===== src/rtl/nor_emu_pkg.sv =====
package nor_emu_pkg;
  typedef enum logic [2:0] {
    ST_IDLE,
    ST_UNL1,
    ST_UNL2,
    ST_PROG,
    ST_ERA3,
    ST_ERA4,
    ST_ERA5
  } cmd_st_t;
endpackage


===== src/rtl/nor_emu_cmd.sv =====
module nor_emu_cmd
  import nor_emu_pkg::*;
#(
  parameter int ADDR_W = 11,
  parameter int DATA_W = 8
) (
  input  logic              clk,
  input  logic              rst_n,
  input  logic              wr_stb,
  input  logic              busy,
  input  logic [ADDR_W-1:0] addr,
  input  logic [DATA_W-1:0] din,
  output logic              prog_go,
  output logic              erase_go
);
  localparam logic [ADDR_W-1:0] A_MAIN = 'h555;
  localparam logic [ADDR_W-1:0] A_ALT  = 'h2AA;
  localparam logic [DATA_W-1:0] D_K1   = 'hAA;
  localparam logic [DATA_W-1:0] D_K2   = 'h55;
  localparam logic [DATA_W-1:0] D_PGM  = 'hA0;
  localparam logic [DATA_W-1:0] D_ERS  = 'h80;
  localparam logic [DATA_W-1:0] D_CHIP = 'h10;

  cmd_st_t st_q, st_d;
  logic    step;
  logic    key1, key2;

  assign step = wr_stb && !busy;
  assign key1 = (addr == A_MAIN) && (din == D_K1);
  assign key2 = (addr == A_ALT)  && (din == D_K2);

  always_comb begin
    st_d     = st_q;
    prog_go  = 1'b0;
    erase_go = 1'b0;
    if (step) begin
      st_d = ST_IDLE;
      unique case (st_q)
        ST_IDLE: if (key1) st_d = ST_UNL1;
        ST_UNL1: if (key2) st_d = ST_UNL2;
        ST_UNL2: begin
          if (addr == A_MAIN && din == D_PGM) st_d = ST_PROG;
          else if (addr == A_MAIN && din == D_ERS) st_d = ST_ERA3;
        end
        ST_PROG: prog_go = 1'b1;
        ST_ERA3: if (key1) st_d = ST_ERA4;
        ST_ERA4: if (key2) st_d = ST_ERA5;
        ST_ERA5: erase_go = (addr == A_MAIN) && (din == D_CHIP);
        default: st_d = ST_IDLE;
      endcase
    end
  end

  always_ff @(posedge clk or negedge rst_n) begin
    if (!rst_n) st_q <= ST_IDLE;
    else if (step) st_q <= st_d;
  end

  // no operation may start while the timer reports busy
  p_no_start_busy_r9: assert property (@(posedge clk) disable iff (!rst_n)
    busy |-> !(prog_go || erase_go));

  // a single cycle launches at most one operation
  p_single_op_r3: assert property (@(posedge clk) disable iff (!rst_n)
    !(prog_go && erase_go));
endmodule


===== src/rtl/nor_emu_busy.sv =====
module nor_emu_busy #(
  parameter int PROG_CYC  = 20,
  parameter int ERASE_CYC = 100
) (
  input  logic clk,
  input  logic rst_n,
  input  logic prog_go,
  input  logic erase_go,
  output logic busy
);
  localparam int CNT_W = $clog2(ERASE_CYC + 1);

  logic [CNT_W-1:0] cnt_q, cnt_d;
  logic             cnt_en;

  assign cnt_en = prog_go || erase_go || (cnt_q != '0);

  always_comb begin
    if (erase_go)      cnt_d = CNT_W'(ERASE_CYC);
    else if (prog_go)  cnt_d = CNT_W'(PROG_CYC);
    else               cnt_d = cnt_q - 1'b1;
  end

  always_ff @(posedge clk or negedge rst_n) begin
    if (!rst_n) cnt_q <= '0;
    else if (cnt_en) cnt_q <= cnt_d;
  end

  assign busy = (cnt_q != '0);
endmodule


===== src/rtl/nor_emu_array.sv =====
module nor_emu_array #(
  parameter int DEPTH  = 256,
  parameter int DATA_W = 8
) (
  input  logic                     clk,
  input  logic                     rst_n,
  input  logic                     prog_go,
  input  logic                     erase_go,
  input  logic [$clog2(DEPTH)-1:0] wr_idx,
  input  logic [DATA_W-1:0]        wr_data,
  input  logic [$clog2(DEPTH)-1:0] rd_idx,
  output logic [DATA_W-1:0]        rd_data
);
  localparam int IDX_W = $clog2(DEPTH);

  logic [DATA_W-1:0] mem [DEPTH];

  for (genvar g = 0; g < DEPTH; g++) begin : g_word
    logic [DATA_W-1:0] word_q, word_d;
    logic              hit, word_en;

    assign hit     = prog_go && (wr_idx == IDX_W'(g));
    assign word_en = erase_go || hit;
    assign word_d  = erase_go ? '1 : (word_q & wr_data);

    always_ff @(posedge clk or negedge rst_n) begin
      if (!rst_n) word_q <= '1;
      else if (word_en) word_q <= word_d;
    end

    assign mem[g] = word_q;
  end

  assign rd_data = mem[rd_idx];

  // bits that are zero in the program data are zero afterwards
  p_prog_clears_r3: assert property (@(posedge clk) disable iff (!rst_n)
    prog_go |=> (mem[$past(wr_idx)] & ~$past(wr_data)) == '0);

  // without an erase, a watched word never gains a one bit
  p_no_set_bit_r4: assert property (@(posedge clk) disable iff (!rst_n)
    ($stable(rd_idx) && !$past(erase_go)) |-> (rd_data & ~$past(rd_data)) == '0);

  // after chip erase the selected word is all ones
  p_erase_ones_r5: assert property (@(posedge clk) disable iff (!rst_n)
    erase_go |=> rd_data == '1);
endmodule


===== src/rtl/nor_emu.sv =====
module nor_emu #(
  parameter int              ADDR_W    = 11,
  parameter int              DATA_W    = 8,
  parameter int              DEPTH     = 256,
  parameter int              PROG_CYC  = 20,
  parameter int              ERASE_CYC = 100,
  parameter logic [DATA_W-1:0] BUSY_VAL = 'hC3
) (
  input  logic              clk,
  input  logic              rst_n,
  input  logic              ce_n,
  input  logic              oe_n,
  input  logic              we_n,
  input  logic [ADDR_W-1:0] addr,
  input  logic [DATA_W-1:0] din,
  output logic [DATA_W-1:0] dout,
  output logic              dout_oe,
  output logic              busy
);
  localparam int IDX_W = $clog2(DEPTH);

  logic [1:0]        rst_sync_q;
  logic              rst_core_n;
  logic              we_q;
  logic              wr_stb;
  logic              prog_go, erase_go;
  logic [DATA_W-1:0] rd_data;

  always_ff @(posedge clk or negedge rst_n) begin
    if (!rst_n) rst_sync_q <= 2'b00;
    else        rst_sync_q <= {rst_sync_q[0], 1'b1};
  end
  assign rst_core_n = rst_sync_q[1];

  always_ff @(posedge clk or negedge rst_core_n) begin
    if (!rst_core_n) we_q <= 1'b1;
    else             we_q <= we_n;
  end

  assign wr_stb = !we_q && we_n && !ce_n;

  nor_emu_cmd #(.ADDR_W(ADDR_W), .DATA_W(DATA_W)) u_cmd (
    .clk      (clk),
    .rst_n    (rst_core_n),
    .wr_stb   (wr_stb),
    .busy     (busy),
    .addr     (addr),
    .din      (din),
    .prog_go  (prog_go),
    .erase_go (erase_go)
  );

  nor_emu_busy #(.PROG_CYC(PROG_CYC), .ERASE_CYC(ERASE_CYC)) u_busy (
    .clk      (clk),
    .rst_n    (rst_core_n),
    .prog_go  (prog_go),
    .erase_go (erase_go),
    .busy     (busy)
  );

  nor_emu_array #(.DEPTH(DEPTH), .DATA_W(DATA_W)) u_array (
    .clk      (clk),
    .rst_n    (rst_core_n),
    .prog_go  (prog_go),
    .erase_go (erase_go),
    .wr_idx   (addr[IDX_W-1:0]),
    .wr_data  (din),
    .rd_idx   (addr[IDX_W-1:0]),
    .rd_data  (rd_data)
  );

  assign dout    = busy ? BUSY_VAL : rd_data;
  assign dout_oe = !ce_n && !oe_n;

  // a launched operation is always followed by busy
  p_busy_after_go_r8: assert property (@(posedge clk) disable iff (!rst_core_n)
    (prog_go || erase_go) |=> busy);

  // with chip enable high no operation can start
  p_ce_gates_r7: assert property (@(posedge clk) disable iff (!rst_core_n)
    ce_n |-> !(prog_go || erase_go));
endmodule


===== config.mk =====
export PLATFORM = sky130hd
export DESIGN_NAME = nor_emu
export DESIGN_NICKNAME = d
export VERILOG_FILES = /design/src/rtl/nor_emu_pkg.sv /design/src/rtl/nor_emu_cmd.sv /design/src/rtl/nor_emu_busy.sv /design/src/rtl/nor_emu_array.sv /design/src/rtl/nor_emu.sv
export SDC_FILE = /design/constraint.sdc
export NUM_CORES = 2
export LEC_CHECK = 0
export ABC_CLOCK_PERIOD_IN_PS = 74100
export BUFFER_PORTS_ARGS = -buffer_cell sky130_fd_sc_hd__buf_2
export CAP_MARGIN = 20
export CELL_PAD_IN_SITES_DETAIL_PLACEMENT = 1
export CELL_PAD_IN_SITES_GLOBAL_PLACEMENT = 1
export CORE_MARGIN = 3
export CORE_UTILIZATION = 52
export DETAILED_ROUTE_END_ITERATION = 10
export GPL_TIMING_DRIVEN = 1
export PLACE_DENSITY = 0.82
export SLEW_MARGIN = 0
export SYNTH_ARGS = -nofsm -noshare
export SYNTH_HDL_FRONTEND = slang
export SYNTH_SLANG_ARGS = --single-unit

===== constraint.sdc =====
create_clock -name clk -period 74.1 [get_ports clk]
set_input_delay 7.41 -clock clk [delete_from_list [all_inputs] [get_ports clk]]
set_output_delay 7.41 -clock clk [all_outputs]
set_load 0.02 [all_outputs]

Word-level counts from Yosys, hierarchy flattened --
Index checks and enable logic that the tools add are counted. W data, S select, Z words.
Cells by class: bitwise operators 257, div/mod/pow operators 0, muxes and demuxes 273, shift-type cells 0, equal/unequal tests 268, order comparisons 1, $add $sub $neg 1, $mul 0, reduce and logical (&&, ||, !) cells 530
Operators with widths (number):
- $mux W8 | 259
- $and A8 B8 Y8 | 256
- $eq A8 B8 Y1 const B | 131
- $eq A8 B7 Y1 const B | 65
- $logic_and A1 B1 Y1 | 265
- $logic_or A1 B1 Y1 | 258
- $eq A8 B6 Y1 const B | 32
- $eq A8 B5 Y1 const B | 17
- $bmux W8 S8 | 1
- $eq A8 B4 Y1 const B | 8
- $eq A8 B3 Y1 const B | 4
- $eq A8 B2 Y1 const B | 2
- $pmux W3 S5 | 1
- $mux W7 | 2
- $mux W3 | 4
- $eq A11 B10 Y1 const B | 1
- $eq A11 B11 Y1 const B | 1
- $eq A3 B3 Y1 const B | 3
- $ge A9 B9 Y1 const B | 1
- $not A8 Y9 | 1
- $eq A8 B1 Y1 const B | 1
- $logic_not A8 Y1 | 1
- $reduce_bool A7 Y1 | 1
- $sub A7 B1 Y7 const B | 1
- other kinds (6) | 14
Word-level totals: ROM bits 0, bits in latches 0, bits in writable memories 0, logic and storage cells 1590, output and inout port bits 10, bits of input ports 24, memories kept 0, flip-flop bits (word level) 2061

Longest topological paths before layout --
depth in word-level cells 7, mapped depth 13, depth with buffers taken out 9

Hierarchy --
Synthesis repeated with hierarchy kept, for this count alone.
Second synthesis, totals: cells, all modules 8394, area total of the unflattened synthesis 97583.6 um2
Modules (own cells, without submodules):
- nor_emu_array | sequential area each 53811.6 um2, area an instance 96645.2 um2, times used 1, cells each 8295
- nor_emu_busy | sequential area each 175.2 um2, area an instance 446.7 um2, times used 1, cells each 45
- nor_emu_cmd | sequential area each 75.1 um2, area an instance 350.3 um2, times used 1, cells each 40
- nor_emu | sequential area each 76.3 um2, area an instance 141.4 um2, times used 1, cells each 14

Least setup slack after synthesis --
Ideal clock, no wire load.
kind input to output, start input addr[1], end output dout[6], data arrival time 9697 ps, data required time 66690 ps, setup slack 56993 ps, stages 8, cells stage by stage buf_4 > buf_2 > buf_1 > mux4_2 > mux4_2 > a22oi_1 > nand4_1 > or3_1
On the way: word-level cells in the longest chain between the ends 5
Ends and longest elaborated chain:
- start: declaration | RTL line nor_emu.sv:14 | input logic [ADDR_W-1:0] addr,
- $not A8 Y9 (implied by the code) | RTL line nor_emu_array.sv:34 | assign rd_data = mem[rd_idx];
- $bmux W8 S8 | RTL line nor_emu_array.sv:34
- $mux W8 (implied by the code) (2 in series) | RTL line nor_emu_array.sv:34
- $mux W8 | RTL line nor_emu.sv:72 | assign dout = busy ? BUSY_VAL : rd_data;
- end: declaration | RTL line nor_emu.sv:16 | output logic [DATA_W-1:0] dout,
Every way passes these cells. The select of a mux whose other input is x is not followed.

Worst setup path after layout --
start input addr[0], end output dout[5]
The elaborated chain is that of the path after synthesis.

==> run_results.csv <==
group,metric,value,unit
run_status,status,"completed",
drt,viasPerCell,6.75,
drt,drt-total-wl,327,mm
timing,skew,38.5,ps
critical_path,rrSetupSlack,66710,ps
global_route,grt_antenna_before_repair,16,
drt,final_antenna_net_count,0,
cts,hold_buffers,0,
drt,drt_first_pass_iters,6,
yosys,synth-edff-count,0,
floorplan,core,0.177,mm2
floorplan,start_util,52.7,%
timing,slew_headroom,10.2,%
global_route,first_global_vias,78000,
global_route,grt-ovfl-total,0,
critical_path,cp-start-kind,"primary input",
cts,cts_buffers,213,
layout,final_common_cell,"nand2_1",
floorplan,rows,154,
global_route,grt_pass1_wl,498,mm
floorplan,die_y,430,um
timing,post-route-min-period,20370,ps
critical_path,required,66690,ps
placed_design,place_congestion,0.875,
placed_design,hpwl,193,mm
critical_path,rr_worst_depth,13,
yosys,synth_ff_type,"dfstp_2",
yosys,synth_top_area_share,57.6,%
layout,layout_common_cells,"2281 x nand2_1, 2049 x dfstp_2, 1999 x o21ai_0, 498 x mux4_2, 216 x clkbuf_16",
cts,cts.clk_slew.worst_paths,60,ps
cts,cts_max_level,4,
yosys,yosys.area.top_type,"dfstp_2",
yosys,ys_seq_area_share,57.9,%
drt,wl_per_cell,30.8,um
yosys,synth_area_per_cell,11.1,um2
cts,cts_resized,0,
critical_path,arrival,12960,ps
yosys,netlist_area,0.0934,mm2
pwr,power-per-cell-area,23.1,mW/mm2
drt,drc,0,
drt,vias,71700,
pwr,ir_drop,0.0000214,V
pwr,finalPower,0.00236,W
yosys,netlist-cell-type-count,69,
cts,clkSinkCount,2061,
worst_hold_path,whs_endpoint,"rst_sync_q[1]",
cts,cts_setup_buffers,0,
cts,clock_latency,870,ps
yosys,synthCells,8391,
yosys,ys_async_sr_fraction,100,%
yosys,synth-seq-cells,2061,
timing,grt_setup_unrepaired,"false",
layout,area_growth_syn_to_layout,9.48,%
floorplan,die_area,0.185,mm2
layout,layout-drive-gt1-share,38.1,%
timing,setup_viol,0,
layout,nNetsFinal,8127,
placed_design,port_buffers,33,
timing,min_period_over_period,27.5,%
timing,tightest_slew,1350,ps
critical_path,critPathKind,"in -> out",
pwr,p_leak,48.0,nW
floorplan,io_pins,34,
timing,fmax,49.1,MHz
worst_hold_path,worstHoldPathCells,0,
global_route,gr-usage-all-layers,35.3,%
yosys,synth_nets,8416,
critical_path,critPathCaptureType,"output port",
timing,finalSetupTns,0,ps
cts,cts_root_buf,"clkbuf_16",
timing,hold_viol_final,0,
yosys,yosysWarnings,0,
floorplan,die_x,430,um
critical_path,r2r-start,"u_busy.cnt_q[0]",
critical_path,r2r-end,"u_array.g_word[155].word_q[3]",
critical_path,path_max_fanout,95,
cts,cts_buffer_depth,3,
global_route,grt_start_max_net_pins,243,
worst_hold_path,hold_class,"reg -> reg",
timing,finalMaxSlewViolations,0,
cts,cts_tree,"done",
drt,drt_iter0_markers,7599,
worst_hold_path,holdCritStartpoint,"rst_sync_q[0]",
run,cap_violations,0,
yosys,synth_area_leaders,"dfstp_2 58%, mux4_2 12%, o21ai_0 11%",
[synthesized netlist by cell type (7+ instances only)]
cell type	count
nor4_1	17
or2_2	12
nor3_1	25
dfrtp_1	12
a31oi_1	20
a21oi_1	25
clkbuf_1	349
mux2i_1	184
o2111ai_1	8
o22ai_1	29
nand2b_1	77
or3_1	61
a22oi_1	99
nand3_1	33
nand2_1	2283
nand2_2	10
mux4_2	498
buf_1	18
nand3b_1	7
o21ai_1	67
o21ai_0	1999
nor2_1	44
dfstp_2	2049
buf_2	255
nor2b_1	14
mux2_2	12
nand4_1	13
and2_1	12
buf_6	29
buf_4	36
[sequential cells by signal, summed over array words and instances (netlist names)]
register	count
rst_sync_q	2
u_array.g_word.word_q	2048
u_busy.cnt_q	7
u_cmd.st_q	3
we_q	1
[critical path: stages]
cell and delay (ps):
buf_8 470, buf_4 830, buf_12 690, buf_4 690, mux2i_1 200, a22oi_1 360, nand3_1 160, and4b_1 280
a211o_1 430, a221oi_1 900, buf_2 310
[final cells by class]
| cell class | instances | area, um2 |
|---|---|---|
| multi-input cells | 5634 | 36200 |
| repair buffers | 185 | 1660 |
| diodes | 8 | 20.0 |
| inverters | 7 | 26.3 |
| clock buffers | 329 | 6440 |
| fillers | 18200 | 75200 |
| well taps | 2340 | 2930 |
| flip-flops and latches | 2061 | 54100 |
| clock inverters | 68 | 873 |
[report_power, final]
part	internal, W	total (W)	switching [W]
clock network	0.000648	0.00112	0.000476
logic	0.0000218	0.000104	0.0000818
registers	0.00113	0.00113	0.000000797
total	0.00180	0.00236	0.000558
[layer usage]
| metal | up-vias | wire length, um | share of wire [%] | GRT usage [%] |
|---|---|---|---|---|
| met1 | 38300 | 124000 | 38 | 44.8 |
| met5 | - | 105 | 0.032 | 0 |
| met3 | 1070 | 27600 | 8.4 | 8.04 |
| met2 | 3543 | 155000 | 47 | 55.9 |
| met4 | 14 | 20500 | 6.3 | 20.7 |
| li1 | 28800 | - | - | - |
[stage by stage]
stage | util (%) | worst slack, ps | area [um2] | cells | hold slack (ps)
after floorplan | - | 15980 | 93400 | 8391 | 331
after global placement | 53.4 | 53500 | 94700 | 10200 | 339
after detailed placement | 53.4 | 53740 | 94800 | 10200 | 342
after CTS | 57.5 | 53690 | 102000 | 10600 | 350
after global routing | 57.6 | 53410 | 102000 | 10600 | 364
final | 57.6 | 53730 | 102000 | 10600 | 344
[logic make-up after synthesis]
kind of cell    share of synthesized area [%]
simple gates                             11.5
compound gates                           12.8
flops                                    57.9
buf+inv                                  3.54
mux                                      14.1
xor+xnor                               0.0281
fa+ha+maj                              0.0134
other cells                           0.00401
[how the worst max path moves through the flow]
stage	depth (start not counted)	from	to
after floorplan	0	rst_sync_q[1]	u_busy.cnt_q[0]
after detailed placement	11	addr[0]	dout[3]
final	11	addr[0]	dout[5]
after CTS	11	addr[0]	dout[3]
after global routing	11	addr[0]	dout[5]
after global placement	11	addr[0]	dout[4]
No activity file was read; power rests on OpenSTA's default activity.
